===== config.mk =====
export PLATFORM = sky130hd
export DESIGN_NAME = simd_part_adder
export DESIGN_NICKNAME = d
export VERILOG_FILES = /design/src/rtl/simd_add_pkg.sv /design/src/rtl/simd_add_slice.sv /design/src/rtl/simd_lane_ctrl.sv /design/src/rtl/simd_part_adder.sv
export SDC_FILE = /design/constraint.sdc
export NUM_CORES = 1
export LEC_CHECK = 0
export BUFFER_PORTS_ARGS = -buffer_cell sky130_fd_sc_hd__buf_2
export CAP_MARGIN = 30
export CORE_ASPECT_RATIO = 0.5
export CORE_MARGIN = 2
export CORE_UTILIZATION = 38
export DETAILED_ROUTE_END_ITERATION = 8
export PLACE_DENSITY = 0.82
export SLEW_MARGIN = 30
export SYNTH_ARGS = -nofsm -noshare
export SYNTH_HDL_FRONTEND = slang
export SYNTH_SLANG_ARGS = --single-unit

===== constraint.sdc =====
create_clock -name vclk -period 49.9
set_input_delay 12.475 -clock vclk [all_inputs]
set_output_delay 12.475 -clock vclk [all_outputs]
set_load 0.1 [all_outputs]

===== src/rtl/simd_add_pkg.sv =====
package simd_add_pkg;

  localparam int unsigned DATA_W  = 64;
  localparam int unsigned SEG_W   = 8;
  localparam int unsigned NUM_SEG = DATA_W / SEG_W;
  localparam int unsigned MODE_W  = 2;

  typedef enum logic [MODE_W-1:0] {
    LANE_8  = 2'b00,
    LANE_16 = 2'b01,
    LANE_32 = 2'b10,
    LANE_64 = 2'b11
  } lane_mode_e;

endpackage


===== src/rtl/simd_add_slice.sv =====
module simd_add_slice #(
  parameter int unsigned W = 8
) (
  input  logic [W-1:0] a_i,
  input  logic [W-1:0] b_i,
  input  logic         inv_b_i,
  input  logic         cin_i,
  output logic [W-1:0] sum_o,
  output logic         cout_o
);

  logic [W-1:0] b_x;
  logic [W:0]   c;

  assign b_x  = b_i ^ {W{inv_b_i}};
  assign c[0] = cin_i;

  // bitwise ripple; the slice is one segment of the partitioned chain
  for (genvar i = 0; i < W; i++) begin : g_fa
    assign sum_o[i] = a_i[i] ^ b_x[i] ^ c[i];
    assign c[i+1]   = (a_i[i] & b_x[i]) | (c[i] & (a_i[i] ^ b_x[i]));
  end

  assign cout_o = c[W];

  always_comb begin
    assert_slice_sum_R9: assert ({cout_o, sum_o} ==
                                 ({1'b0, a_i} + {1'b0, b_x} + {{W{1'b0}}, cin_i}))
      else $error("slice sum mismatch");
  end

endmodule


===== src/rtl/simd_lane_ctrl.sv =====
module simd_lane_ctrl #(
  parameter int unsigned NUM_SEG = 8,
  parameter int unsigned MODE_W  = 2
) (
  input  logic [MODE_W-1:0]  mode_i,
  output logic [NUM_SEG-1:0] seg_first_o,
  output logic [NUM_SEG-1:0] seg_last_o
);

  localparam int unsigned MAX_LOG = $clog2(NUM_SEG);

  logic [MAX_LOG:0] span_mask;

  always_comb begin
    if (int'(mode_i) >= MAX_LOG) span_mask = (MAX_LOG+1)'(NUM_SEG - 1);
    else                         span_mask = (MAX_LOG+1)'((1 << mode_i) - 1);
  end

  for (genvar k = 0; k < NUM_SEG; k++) begin : g_seg
    assign seg_first_o[k] = ((MAX_LOG+1)'(k) & span_mask) == '0;
    assign seg_last_o[k]  = ((MAX_LOG+1)'(k + 1) & span_mask) == '0;
  end

  always_comb begin
    assert_first_base_R10: assert (seg_first_o[0])
      else $error("segment 0 must start a lane");
    assert_last_top_R8: assert (seg_last_o[NUM_SEG-1])
      else $error("top segment must end a lane");
    assert_lane_pairs_R6: assert ($countones(seg_first_o) == $countones(seg_last_o))
      else $error("lane starts and ends disagree");
  end

endmodule


===== src/rtl/simd_part_adder.sv =====
module simd_part_adder
  import simd_add_pkg::*;
(
  input  logic [DATA_W-1:0]  a_i,
  input  logic [DATA_W-1:0]  b_i,
  input  logic [MODE_W-1:0]  mode_i,
  input  logic               sub_i,
  output logic [DATA_W-1:0]  sum_o,
  output logic [NUM_SEG-1:0] lane_cout_o
);

  logic [NUM_SEG-1:0] seg_first;
  logic [NUM_SEG-1:0] seg_last;
  logic [NUM_SEG-1:0] seg_cin;
  logic [NUM_SEG-1:0] seg_cout;

  simd_lane_ctrl #(
    .NUM_SEG (NUM_SEG),
    .MODE_W  (MODE_W)
  ) u_ctrl (
    .mode_i      (mode_i),
    .seg_first_o (seg_first),
    .seg_last_o  (seg_last)
  );

  for (genvar k = 0; k < NUM_SEG; k++) begin : g_seg
    // a lane base takes the subtract +1, any other segment takes the chain
    if (k == 0) begin : g_base
      assign seg_cin[k] = sub_i;
    end else begin : g_link
      assign seg_cin[k] = seg_first[k] ? sub_i : seg_cout[k-1];
    end

    simd_add_slice #(.W(SEG_W)) u_slice (
      .a_i     (a_i[k*SEG_W +: SEG_W]),
      .b_i     (b_i[k*SEG_W +: SEG_W]),
      .inv_b_i (sub_i),
      .cin_i   (seg_cin[k]),
      .sum_o   (sum_o[k*SEG_W +: SEG_W]),
      .cout_o  (seg_cout[k])
    );

    assign lane_cout_o[k] = seg_last[k] & seg_cout[k];
  end

  always_comb begin
    if (mode_i == LANE_64 && !sub_i)
      assert_full_add_R4: assert ({lane_cout_o[NUM_SEG-1], sum_o} ==
                                  ({1'b0, a_i} + {1'b0, b_i}))
        else $error("64-bit add mismatch");
    if (mode_i == LANE_64 && sub_i)
      assert_no_borrow_R7: assert (lane_cout_o[NUM_SEG-1] == (a_i >= b_i))
        else $error("64-bit borrow flag mismatch");
    if (mode_i == LANE_8 && !sub_i)
      assert_byte_lane_R1: assert (sum_o[SEG_W-1:0] ==
                                   SEG_W'(a_i[SEG_W-1:0] + b_i[SEG_W-1:0]))
        else $error("byte lane 0 mismatch");
    if (mode_i == LANE_16 && sub_i)
      assert_half_sub_R5: assert (sum_o[15:0] == 16'(a_i[15:0] - b_i[15:0]))
        else $error("16-bit lane 0 difference mismatch");
  end

endmodule


# After elaboration in Yosys (flattened, before gate mapping)
# Cells that the tools add are included.
[totals] regBits=0 in_bits=131 out_inout_bits=72 wordCells=355
[op_classes] addsub=1 magnitude_cmp=1 shifts=1 n_mux=8 bitwise=336 n_reduce_logical=8
[op_table] cell="AND 1 bit" n=136
[op_table] cell="bitwise XOR 1 bit" n=128
[op_table] cell="OR 1 bit" n=64
[op_table] cell="bitwise XOR 8 bit" n=8
[op_table] cell="zero test 4 bit" n=8
[op_table] cell="two-way mux 1 bit" n=7
[op_table] cell="two-way mux 4 bit" n=1
[op_table] cell="<< shifter 1 x 2 -> 4 bit (first input constant)" n=1
[op_table] cell="subtractor 4 x 2 -> 4 bit (second input constant)" n=1
[op_table] cell=">= comparator 2 bit (second input constant)" n=1

# Logic depth before layout (Yosys ltp)
[logic_depth] word_depth=138 ltp_mapped=79 depth_no_buf=76

# By module
# From an unflattened synthesis, not the netlist that was laid out.
[unflattened] hier_cells=296 area_unflattened_um2=2650.0
[modules_own_cells] mod="simd_add_slice" instances=8 cells_per_inst=33 area_each_um2=301.5 seq_area_each_um2=0.0
[modules_own_cells] mod="simd_part_adder" instances=1 cells_per_inst=15 area_each_um2=128.9 seq_area_each_um2=0.0
[modules_own_cells] mod="simd_lane_ctrl" instances=1 cells_per_inst=17 area_each_um2=108.9 seq_area_each_um2=0.0

# Least setup slack after synthesis
# No wires, ideal clock.
[synth_path] kind="input -> output" start="input port sub_i" end="output port sum_o[63]" t_arrival_ns=38.791 t_required_ns=37.425 slack_ns=-1.366 cell_stages=79 path_buffers=3 path_cell_list="buf_4 -> buf_6 -> buf_6 -> mux2i_1 -> fa_1 -> fa_1 -> fa_1 -> fa_1 -> fa_1 -> fa_1 -> fa_1 -> a21o_1 -> fa_1 -> fa_1 -> fa_1 -> fa_1 -> fa_1 -> fa_1 -> [43 not listed] -> fa_1 -> fa_1 -> fa_1 -> fa_1 -> fa_1 -> fa_1 -> a21o_1 -> fa_1 -> fa_1 -> fa_1 -> fa_1 -> fa_1 -> inv_1 -> fa_1 -> inv_1 -> fa_1 -> fa_1 -> inv_1"
[synth_between] elab_chain_len=136 elab_cells_between_ends=269 classes_between="7 x mux; 262 x bitwise"
[synth_lines] item="from (decl)" line="simd_part_adder.sv:7" source="input logic sub_i,"
[synth_lines] item="bitwise XOR 8 bit" line="simd_add_slice.sv:15" source="assign b_x = b_i ^ {W{inv_b_i}};"
[synth_lines] item="bitwise XOR 1 bit" line="simd_add_slice.sv:21" source="assign c[i+1] = (a_i[i] & b_x[i]) | (c[i] & (a_i[i] ^ b_x[i]));"
[synth_lines] item="AND 1 bit" line="simd_add_slice.sv:21"
[synth_lines] item="OR 1 bit" line="simd_add_slice.sv:21"
[synth_lines] item="AND 1 bit" line="simd_add_slice.sv:21"
[synth_lines] item="OR 1 bit" line="simd_add_slice.sv:21"
[synth_lines] item="AND 1 bit" line="simd_add_slice.sv:21"
[synth_lines] item="OR 1 bit" line="simd_add_slice.sv:21"
[synth_lines] item="[120 not listed]"
[synth_lines] item="OR 1 bit" line="simd_add_slice.sv:21"
[synth_lines] item="AND 1 bit" line="simd_add_slice.sv:21"
[synth_lines] item="OR 1 bit" line="simd_add_slice.sv:21"
[synth_lines] item="AND 1 bit" line="simd_add_slice.sv:21"
[synth_lines] item="OR 1 bit" line="simd_add_slice.sv:21"
[synth_lines] item="AND 1 bit" line="simd_add_slice.sv:21"
[synth_lines] item="OR 1 bit" line="simd_add_slice.sv:21"
[synth_lines] item="bitwise XOR 1 bit (*)" line="simd_add_slice.sv:20" source="assign sum_o[i] = a_i[i] ^ b_x[i] ^ c[i];"
[synth_lines] item="to (decl)" line="simd_part_adder.sv:8" source="output logic [DATA_W-1:0] sum_o,"
# Every way passes the cells marked *; elsewhere a longest branch is shown, timed or not.

# Worst setup path after layout
# Ends and elaborated chain as after synthesis.

==> metrics.md <==
| Metric | Value |
|---|---|
| # clk buffers | 0 |
| Tmin final | 49.26 ns |
| Hold Vio Cnt, Final | 0 |
| Layout area overhead | 52.4% |
| Crit path largest cell delay | approximately 0.6 ns |
| Peak supply drop | 0.0248 mV |
| Slew margin rel. | 0.662 |
| Synthesized cell area | 2500 um2 |
| # diodes | 0 |
| CP startpoint kind | primary input |
| RSZ-0062 raised after global routing | no |
| Fin cells | approximately 570 |
| Max Cap Viol | 0 |
| GP Congestion | 0.853 |
| Core Region | about 6200 um2 |
| Final setup viols | 0 |
| Vias per Instance | just over 4 |
| FP Rows | 20 |
| Count leader, synth | inv_1 |
| Synth Net Count | 478 |
| Final core utilization | 0.614 |
| I/O Pins | 203 |
| DR iter-0 viols | 50 |
| Worst-Margin Slew | 0.508 ns |
| TNS Setup | 0 ns |
| DP Wirelength | 6.54 mm |
| Die area | 7280 um2 |
| Setup crit end kind | output port |
| Layout filler cell count | 594 |
| Final Max Tran Viols | 0 |
| Worst hold-check path type | in2out |
| Seq cells | 0 |
| Distinct cells, synth | 16 |
| Share of layout cells above drive strength 1 | 0.567 |
| CP max stage cell | fa_2 |
| CP most frequent cell | fa_2 |
| Vias in the first global route | 2,407 |
| GRT Total Usage | 0.187 |
| YS warnings | 0 |
| Nets | 679 |
| DRC Markers | 0 |
| Antenna violations before repair | 0 |
| Post-synth top area cell | fa_1 |
| Fin crit share | 0.987 |
| Placed Cells | between 500 and 600 |
| GR Overflow Total | 0 |
| Drt first pass iters | 4 |
| Die H | 61.3 um |
| Critical path class | in2out |
| Top cell type's share of synthesized area | 0.505 |
| Detail Route Antenna Nets | 0 |
| Die X | 119 um |
| Routed vias | 2,302 |
| I/O Buffers | 203 |
| Pwr dens | roughly 48 nW/um2 |
| Fmax achieved | 0.0203 GHz |
| Outcome | finished, final reports clean |
| DR WL/cell | 12.4 um |
| Global-route wire length before repair | 10.6 mm |
| Largest net degree at the start of global routing | 33 |
| Area of the multi-input gates | 2090 um2 |
| Post-synthesis sequential area ratio | 0 |
| Total Wirelength | 7.06 mm |
| Data required time of the worst path | 37.42 ns |
| Mean post-synth cell area | between 8 and 9 um2 |
| Initial Utilization | 0.403 |
| Synth area leaders | fa_1 50%, xnor2_1 22%, inv_1 19%, buf_6 1.8%, a21o_1 1.2% |
| Largest fanout on the critical path | 4 |
| Most frequent cells after synthesis | 127 x inv_1, 63 x fa_1, 62 x xnor2_1 |
| Syn Inst Count | 284 |
| Lkg Pwr | 0.00214 uW |
| Seq. cell area | 0 um2 |
| Worst EP arrival | approximately 37 ns |
-- cell usage in the layout, fill, tap and decap left out --
master / instances
buf_2: 198
inv_1: 125
xnor2_1: 62
fa_2: 61
buf_4: 7
nor2_1: 6
a21o_1: 4
buf_12: 4
xor2_1: 2
nand2_1: 2
o21ai_1: 2
clkinvlp_4: 2
a21oi_1: 2
fa_1: 2
or2_1: 1
mux2i_1: 1
nor3_2: 1
a31o_2: 1
-- kinds of logic (layout without fill, tap and decap cells) --
group	after synthesis	count (layout)	synth area share
compound gates	9	9	0.0235
xor+xnor	64	64	0.224
fa+ha+maj	63	63	0.505
buf+inv	137	336	0.225
mux	1	1	0.00401
simple gates	10	10	0.0185
-- where the power goes --
part           internal [uW]  total [uW]  switching (uW)  leakage, uW
sequential                 0           0               0            0
combinational           34.8         185             150      0.00214
clock                      0           0               0            0
-- critical path: cells and delay by family --
kind,cells,cell delay [ns]
adders and majority gates,63,22.34
xor gates and xnor gates,1,0.14
buffers and inverters,5,0.51
and+or+nand+nor,2,0.15
AOI/OAI and AO/OA,7,1.15
-- worst paths after layout --
check,startpoint,endpoint,slack [ns],depth (start not counted)
setup / recovery,sub_i,sum_o[63],0.64,78
hold / removal,a_i[0],sum_o[0],25.40,3
-- routing by layer --
layer  vias up  GRT usage  part of all wire
li1       1129          -                 -
met1      1106      0.212              0.39
met2        61      0.406              0.57
met3         6     0.0194             0.036
met4         0     0.0187            0.0061
met5         -          0                 0
-- timing repair --
item / 4_1_cts / 5_1_grt
setup endpoints to repair: 4 / 3
setup buffers: 0 / 1
pin swaps: 3 / 3
resized for setup: 18 / 11
hold buffers: 0 / 0
gates cloned: 0 / 0
-- cell type report --
| type | instances | area share |
|---|---|---|
| well taps | 88 | 0.0289 |
| inverters | 127 | 0.127 |
| multi-input cells | 147 | 0.549 |
| repair buffers | 209 | 0.295 |
-- metrics by stage --
stage	cell area, um2	power [uW]	setup WS (ns)	hold WS (ns)
finish	3810	185	0.638	25.40
global route	3810	194	0.0177	25.41
CTS	3770	185	0.0416	25.40
detailed placement	3730	184	-0.785	25.40
global placement	3730	181	-0.345	25.39
floorplan	2590	152	0.0150	25.39
No activity file was read; power rests on OpenSTA's default activity.
